===== src/rtl/adc_pwr_pkg.sv =====
package adc_pwr_pkg;

  typedef enum logic [3:0] {
    ST_OFF, ST_DEEP, ST_STBY, ST_BGWAIT, ST_SIMWAIT, ST_CORESET, ST_READY, ST_DNRDY
  } pst_t;

  // Depth of a resting level; larger means more powered down.
  typedef enum logic [1:0] {
    LV_RUN  = 2'd0,
    LV_STBY = 2'd1,
    LV_DEEP = 2'd2,
    LV_OFF  = 2'd3
  } lvl_t;

  typedef struct packed {
    logic clk_en;
    logic bg;
    logic vref;
    logic core;
    logic rdy;
  } rails_t;

  function automatic lvl_t lvl_of(pst_t s);
    case (s)
      ST_OFF:  return LV_OFF;
      ST_DEEP: return LV_DEEP;
      ST_STBY: return LV_STBY;
      default: return LV_RUN;
    endcase
  endfunction

  function automatic rails_t rails_of(pst_t s);
    case (s)
      ST_OFF:                           return 5'b00000;
      ST_DEEP:                          return 5'b10000;
      ST_STBY, ST_BGWAIT:               return 5'b11100;
      ST_SIMWAIT, ST_CORESET, ST_DNRDY: return 5'b11110;
      ST_READY:                         return 5'b11111;
      default:                          return 5'b00000;
    endcase
  endfunction

endpackage


===== src/rtl/adc_pwr_timer.sv =====
module adc_pwr_timer #(
  parameter int unsigned CW = 8
) (
  input  logic          clk,
  input  logic          rst_n,
  input  logic          load,
  input  logic [CW-1:0] val,
  output logic          zero
);

  logic [CW-1:0] cnt;

  always_ff @(posedge clk) begin
    if (!rst_n)            cnt <= '0;
    else if (load)         cnt <= val;
    else if (cnt != '0)    cnt <= cnt - 1'b1;
  end

  assign zero = (cnt == '0);

endmodule


===== src/rtl/adc_pwr_fsm.sv =====
module adc_pwr_fsm
  import adc_pwr_pkg::*;
#(
  parameter int unsigned BGR_CYC = 4,
  parameter int unsigned PWD_CYC = 2,
  parameter int unsigned CW      = 3
) (
  input  logic          clk,
  input  logic          rst_n,
  input  logic          up_req,
  input  logic          dn_req,
  input  logic [1:0]    dn_mode,
  input  logic          simul,
  input  logic          tmr_zero,
  output logic          tmr_load,
  output logic [CW-1:0] tmr_val,
  output rails_t        rails
);

  pst_t   st, nxt;
  lvl_t   tgt, tgt_n;
  logic   pend, pend_n;
  logic   dn_ok;

  always_comb begin
    nxt    = st;
    tgt_n  = tgt;
    pend_n = pend;
    dn_ok  = dn_req && (lvl_t'(dn_mode) > tgt);
    case (st)
      ST_OFF, ST_DEEP, ST_STBY: begin
        if (dn_ok) tgt_n = lvl_t'(dn_mode);
        if (lvl_of(st) < tgt_n) begin
          if (up_req) pend_n = 1'b1;
          nxt = (st == ST_STBY) ? ST_DEEP : ST_OFF;
        end else if (up_req || pend) begin
          pend_n = 1'b0;
          tgt_n  = LV_RUN;
          if (st == ST_STBY) nxt = ST_CORESET;
          else if (simul)    nxt = ST_SIMWAIT;
          else               nxt = ST_BGWAIT;
        end
      end
      ST_BGWAIT: begin
        if (dn_ok) begin
          tgt_n = lvl_t'(dn_mode);
          nxt   = ST_DEEP;
        end else if (tmr_zero) nxt = ST_CORESET;
      end
      ST_SIMWAIT: begin
        if (dn_ok) begin
          tgt_n = lvl_t'(dn_mode);
          nxt   = ST_DEEP;
        end else if (tmr_zero) nxt = ST_READY;
      end
      ST_CORESET: begin
        if (dn_ok) begin
          tgt_n = lvl_t'(dn_mode);
          nxt   = ST_STBY;
        end else if (tmr_zero) nxt = ST_READY;
      end
      ST_READY: begin
        if (dn_ok) begin
          tgt_n = lvl_t'(dn_mode);
          nxt   = ST_DNRDY;
        end
      end
      ST_DNRDY: begin
        if (dn_ok)  tgt_n  = lvl_t'(dn_mode);
        if (up_req) pend_n = 1'b1;
        nxt = ST_STBY;
      end
      default: nxt = ST_OFF;
    endcase
  end

  assign tmr_load = (nxt != st) &&
                    (nxt == ST_BGWAIT || nxt == ST_SIMWAIT || nxt == ST_CORESET);
  assign tmr_val  = (nxt == ST_CORESET) ? CW'(PWD_CYC - 1) : CW'(BGR_CYC - 1);

  always_ff @(posedge clk) begin
    if (!rst_n) begin
      st    <= ST_OFF;
      tgt   <= LV_OFF;
      pend  <= 1'b0;
      rails <= '0;
    end else begin
      st    <= nxt;
      tgt   <= tgt_n;
      pend  <= pend_n;
      rails <= rails_of(nxt);
    end
  end


  core_order_chk: assert property (@(posedge clk) disable iff (!rst_n)
    rails.core |-> (rails.bg && rails.vref));


  rdy_power_chk: assert property (@(posedge clk) disable iff (!rst_n)
    rails.rdy |-> (rails.clk_en && rails.bg && rails.vref && rails.core));


  rdy_first_chk: assert property (@(posedge clk) disable iff (!rst_n)
    $fell(rails.rdy) |-> rails.core);


  core_after_rdy_chk: assert property (@(posedge clk) disable iff (!rst_n)
    $fell(rails.core) |-> !$past(rails.rdy));


  clk_last_chk: assert property (@(posedge clk) disable iff (!rst_n)
    $fell(rails.clk_en) |-> !$past(rails.bg));

endmodule


===== src/rtl/adc_pwr_convgate.sv =====
module adc_pwr_convgate (
  input  logic clk,
  input  logic rst_n,
  input  logic conv_valid,
  input  logic adc_rdy,
  output logic conv_start,
  output logic conv_err
);

  always_ff @(posedge clk) begin
    if (!rst_n) begin
      conv_start <= 1'b0;
      conv_err   <= 1'b0;
    end else begin
      conv_start <= conv_valid &&  adc_rdy;
      conv_err   <= conv_valid && !adc_rdy;
    end
  end


  start_err_excl_chk: assert property (@(posedge clk) disable iff (!rst_n)
    !(conv_start && conv_err));

endmodule


===== src/rtl/adc_pwr_seq.sv =====
module adc_pwr_seq
  import adc_pwr_pkg::*;
#(
  parameter int unsigned CLK_HZ = 100_000_000,
  parameter int unsigned PWD_US = 1000
) (
  input  logic       clk,
  input  logic       rst_n,
  input  logic       pwr_up_req,
  input  logic       pwr_dn_req,
  input  logic [1:0] dn_mode,
  input  logic       simul_en,
  input  logic       conv_valid,
  output logic       conv_ready,
  output logic       conv_start,
  output logic       conv_err,
  output logic       adc_clk_en,
  output logic       bg_en,
  output logic       ref_en,
  output logic       core_en
);

  localparam longint unsigned BGR_L = 64'(CLK_HZ) / 64'd200;
  localparam longint unsigned PWD_L = (64'(CLK_HZ) * 64'(PWD_US)) / 64'd1000000;
  localparam int unsigned BGR_CYC   = (BGR_L == 0) ? 1 : 32'(BGR_L);
  localparam int unsigned PWD_CYC   = (PWD_L == 0) ? 1 : 32'(PWD_L);
  localparam int unsigned MAX_CYC   = (BGR_CYC > PWD_CYC) ? BGR_CYC : PWD_CYC;
  localparam int unsigned CW        = $clog2(MAX_CYC + 1);

  logic          tmr_load, tmr_zero;
  logic [CW-1:0] tmr_val;
  rails_t        rails;

  adc_pwr_timer #(.CW(CW)) u_timer (
    .clk   (clk),
    .rst_n (rst_n),
    .load  (tmr_load),
    .val   (tmr_val),
    .zero  (tmr_zero)
  );

  adc_pwr_fsm #(.BGR_CYC(BGR_CYC), .PWD_CYC(PWD_CYC), .CW(CW)) u_fsm (
    .clk      (clk),
    .rst_n    (rst_n),
    .up_req   (pwr_up_req),
    .dn_req   (pwr_dn_req),
    .dn_mode  (dn_mode),
    .simul    (simul_en),
    .tmr_zero (tmr_zero),
    .tmr_load (tmr_load),
    .tmr_val  (tmr_val),
    .rails    (rails)
  );

  adc_pwr_convgate u_gate (
    .clk        (clk),
    .rst_n      (rst_n),
    .conv_valid (conv_valid),
    .adc_rdy    (rails.rdy),
    .conv_start (conv_start),
    .conv_err   (conv_err)
  );

  assign conv_ready = rails.rdy;
  assign adc_clk_en = rails.clk_en;
  assign bg_en      = rails.bg;
  assign ref_en     = rails.vref;
  assign core_en    = rails.core;

endmodule


===== config.mk =====
export PLATFORM = sky130hd
export DESIGN_NAME = adc_pwr_seq
export DESIGN_NICKNAME = d
export VERILOG_FILES = /design/src/rtl/adc_pwr_pkg.sv /design/src/rtl/adc_pwr_timer.sv /design/src/rtl/adc_pwr_fsm.sv /design/src/rtl/adc_pwr_convgate.sv /design/src/rtl/adc_pwr_seq.sv
export SDC_FILE = /design/constraint.sdc
export NUM_CORES = 1
export LEC_CHECK = 0
export BUFFER_PORTS_ARGS = -buffer_cell sky130_fd_sc_hd__buf_2
export CAP_MARGIN = 20
export CELL_PAD_IN_SITES_DETAIL_PLACEMENT = 0
export CELL_PAD_IN_SITES_GLOBAL_PLACEMENT = 1
export CORE_ASPECT_RATIO = 0.8
export CORE_MARGIN = 2
export CORE_UTILIZATION = 48
export CTS_CLUSTER_SIZE = 28
export DETAILED_ROUTE_END_ITERATION = 10
export PLACE_DENSITY_LB_ADDON = 0.1
export SYNTH_ARGS = -nofsm -noshare
export SYNTH_HDL_FRONTEND = slang
export SYNTH_SLANG_ARGS = --single-unit

===== constraint.sdc =====
create_clock -name clk -period 7 [get_ports clk]
set_clock_uncertainty 0.1 [all_clocks]
set_input_delay 0 -clock clk [delete_from_list [all_inputs] [get_ports clk]]
set_output_delay 0 -clock clk [all_outputs]
set_load 0.01 [all_outputs]

==> impl_results.md <==
- Status: completed
- CTS tree: built
- Sequential cell fraction of total power: 0.352
- NetSw: 0.2919 mW
- CP peak stage delay: 0.51 ns
- Multi-input gate area: 1147 sq um
- Yosys warns: 0
- Gr ovfl total: 0
- Pwr/cell area: 371.3 nW/um^2
- Post-DR wirelength/cell: 14.90 um
- Synth top cells by count: dfxtp_1, nand2_1, nor2_1
- Mapped Nets: 233
- Pre-antenna DRT Iters: 4
- Predominant post-synthesis flop cell: dfxtp_1
- Die W: 73.73 um
- Inserted Diodes: 0
- Initial drt markers: 105
- Die area: 4407 sq um
- Core footprint: 3754 sq um
- Crit-path cells: inv_1 -> ha_1 -> a21boi_0 -> o21a_1 -> nor2_1 -> a21oi_1 -> ha_1 -> o21ai_0 -> nor3_1 -> o21a_1 -> a211o_1 -> or3_4 -> a21oi_4 -> mux2i_1
- Routability congestion estimate: 0.9353
- FF+latch area: 640.6 sq um
- Period utilization: 0.5695
- Cell count after synthesis: 221
- Top post-synthesis cells by area: dfxtp_1, nand2_1, xor2_1
- Clock latency on the worst-skew pair: 0.28 ns
- Row count: 20
- Residual DRC count: 0
- CP arrival: 4.09 ns
- Via Count: 1629
- Initial antenna violation count: 0
- # port buffers: 14
- First-pass GRT wire length: 7134 um
- Hold WC Path Type: in2reg
- Post-CTS Resized: 0
- CP Capture Type: register
- Setup bufs post-CTS: 0
- EDFF count, synth: 0
- Setup crit start kind: register
- Layout cells sized above 1: 0.1368
- VDD IR-drop max: 0.0001768 V
- Largest net degree at the start of global routing: 27
- CTS Buffer Depth: 2
- Post-DP Area: 1939 sq um
- Area growth syn-to-layout: 10.19%
- Internal power: 0.4719 mW
- FILL cells: 356
- Max-Cap Viols: 0
- Req. time, crit path: 7.11 ns
- Post-route ant nets: 0
- Asr flop ratio synth: 0
- Setup-failing EPs final: 0
- Yosys top cell area share: 0.3432
- RSZ-0062 raised after global routing: no
- Crit Path Class: reg2reg
- Initial Util: 0.4973
- Crit Path Max Fanout: 19
- Highest-delay cell along the critical path: a21oi_4
- Clock group share of total power: 0.226
- Final wirelength: 4141 um
- Worst Max-Slew Pin Slew: 0.6734 ns
- Syn Std Cell Area: 1867 sq um
- # IOs: 15
- Total CTS buffers: 5
- Average vias per placed instance: 5.860
- Die Height: 59.78 um
- H-Tree Depth: 2
- Clk root buf: clkbuf_8
- CTS clk-pin slew, worst paths: 0.07 ns
- Post-synthesis register bit count: 32
- Clock sink count: 32
- Netlist cell types: 50
- GR Util All Layers: 0.2116
- FF-to-FF setup slack: 3.01 ns
- Top-count cell post-synth: dfxtp_1
- Leak pwr: 0.8730 nW
- Layout Nets: 245
- Sequential fraction of the synthesis area: 0.3432
- Endpoints failing hold: 0
- Period minus WS final: 3.987 ns
- Max Fclk: 250.8 MHz
- Vias in the first global route: 1568
- DP HPWL: 2980 um
- Sum Neg Setup Slack: 0 ns
- Fin. max-slew vios: 0
- Slew margin rel.: 0.5470
- Mean Syn Cell Area: 8.447 sq um
- Final Cell Area: 2057 sq um
- Logic pwr share: 0.422
- Net Sw Frac: 0.3822
- Synth area leader: dfxtp_1
==> stage by stage <==
stage                     power, mW  std cells  hold WS, ns  utilization  setup slack, ns
after floorplan              0.5294        221      0.02274            -            3.573
after global placement       0.5814        269       0.1278       0.5167            3.166
after detailed placement     0.5909        269       0.1430       0.5167            3.058
after CTS                    0.7699        278    0.0007659       0.5480            3.024
after global routing         0.8265        278      0.02449       0.5480            2.613
final                        0.7637        278      0.01713       0.5480            3.013
==> critical path, delay by kind of cell (launching register included) <==
kind	cells	cell delay (ns)
flops	1	0.31
mux	1	0.24
buf+inv	1	0.06
compound gates	7	2.08
simple gates	3	0.52
fa+ha+maj	2	0.59
==> logic make-up after synthesis <==
group / after synthesis / synth area share
and+or+nand+nor: 95 / 0.2755
buffers and inverters: 17 / 0.04223
DFF: 32 / 0.3432
xor gates and xnor gates: 15 / 0.07037
adders and majority gates: 4 / 0.02681
other: 1 / 0.002009
muxes: 5 / 0.02681
AOI/OAI and AO/OA: 52 / 0.2131
==> power groups by stage <==
stage	logic (mW)	clock network, mW	registers (mW)
after floorplan	0.267	0	0.262
after global placement	0.312	0	0.270
after detailed placement	0.319	0	0.272
after CTS	0.322	0.179	0.268
after global routing	0.367	0.184	0.275
final	0.322	0.173	0.269
==> placed cells by master, fill, tap and decap left out, types with 6 or more instances in the layout <==
| master | instances |
|---|---|
| nor3b_1 | 7 |
| and2_1 | 6 |
| nor3_1 | 10 |
| buf_2 | 14 |
| inv_1 | 7 |
| dfxtp_1 | 32 |
| o21a_1 | 10 |
| nand2_1 | 24 |
| nor2_1 | 15 |
| xor2_1 | 10 |
| nand3_1 | 6 |
| o21ai_0 | 6 |
==> sequential cells by signal, indices dropped and copies added, names as in the netlist <==
| name | count |
|---|---|
| u_fsm.pend | 1 |
| u_fsm.rails | 4 |
| u_fsm.st | 4 |
| u_fsm.tgt | 2 |
| u_gate.conv_err | 1 |
| u_gate.conv_start | 1 |
| u_timer.cnt | 19 |
==> worst paths after layout <==
path | start | to | depth (start not counted)
worst max-delay path | u_fsm.tgt[1]$_SDFFE_PN1P_ | u_timer.cnt[13]$_SDFFE_PN0P_ | 14
worst min-delay path | dn_mode[1] | u_fsm.tgt[1]$_SDFFE_PN1P_ | 3
worst max register to register | u_fsm.tgt[1]$_SDFFE_PN1P_ | u_timer.cnt[13]$_SDFFE_PN0P_ | 14
worst min register to register | u_fsm.rails[0]$_SDFF_PP0_ | u_gate.conv_err$_SDFF_PN0_ | 1
==> routing by layer <==
metal  track usage  part of all wire
met1        0.3207              0.52
met2        0.2972              0.41
met3       0.04553             0.059
met4       0.06234            0.0043
met5             0                 0
==> area by class of cell <==
cell class                 count  share of cell area
clock buffer                   6             0.03528
multi-input combinational    172              0.5578
clock inverter                 2             0.01703
tap                           44             0.02676
sequential                    32              0.3114
inverter                       7             0.01277
timing repair buffer          15             0.03893
==> repair_timing <==
action | CTS | global route
endpoints found under the setup margin | 0 | 0
hold buffers | 1 | 0
endpoints found under the hold margin | 2 | 0
(Power assumes the default switching activity.)
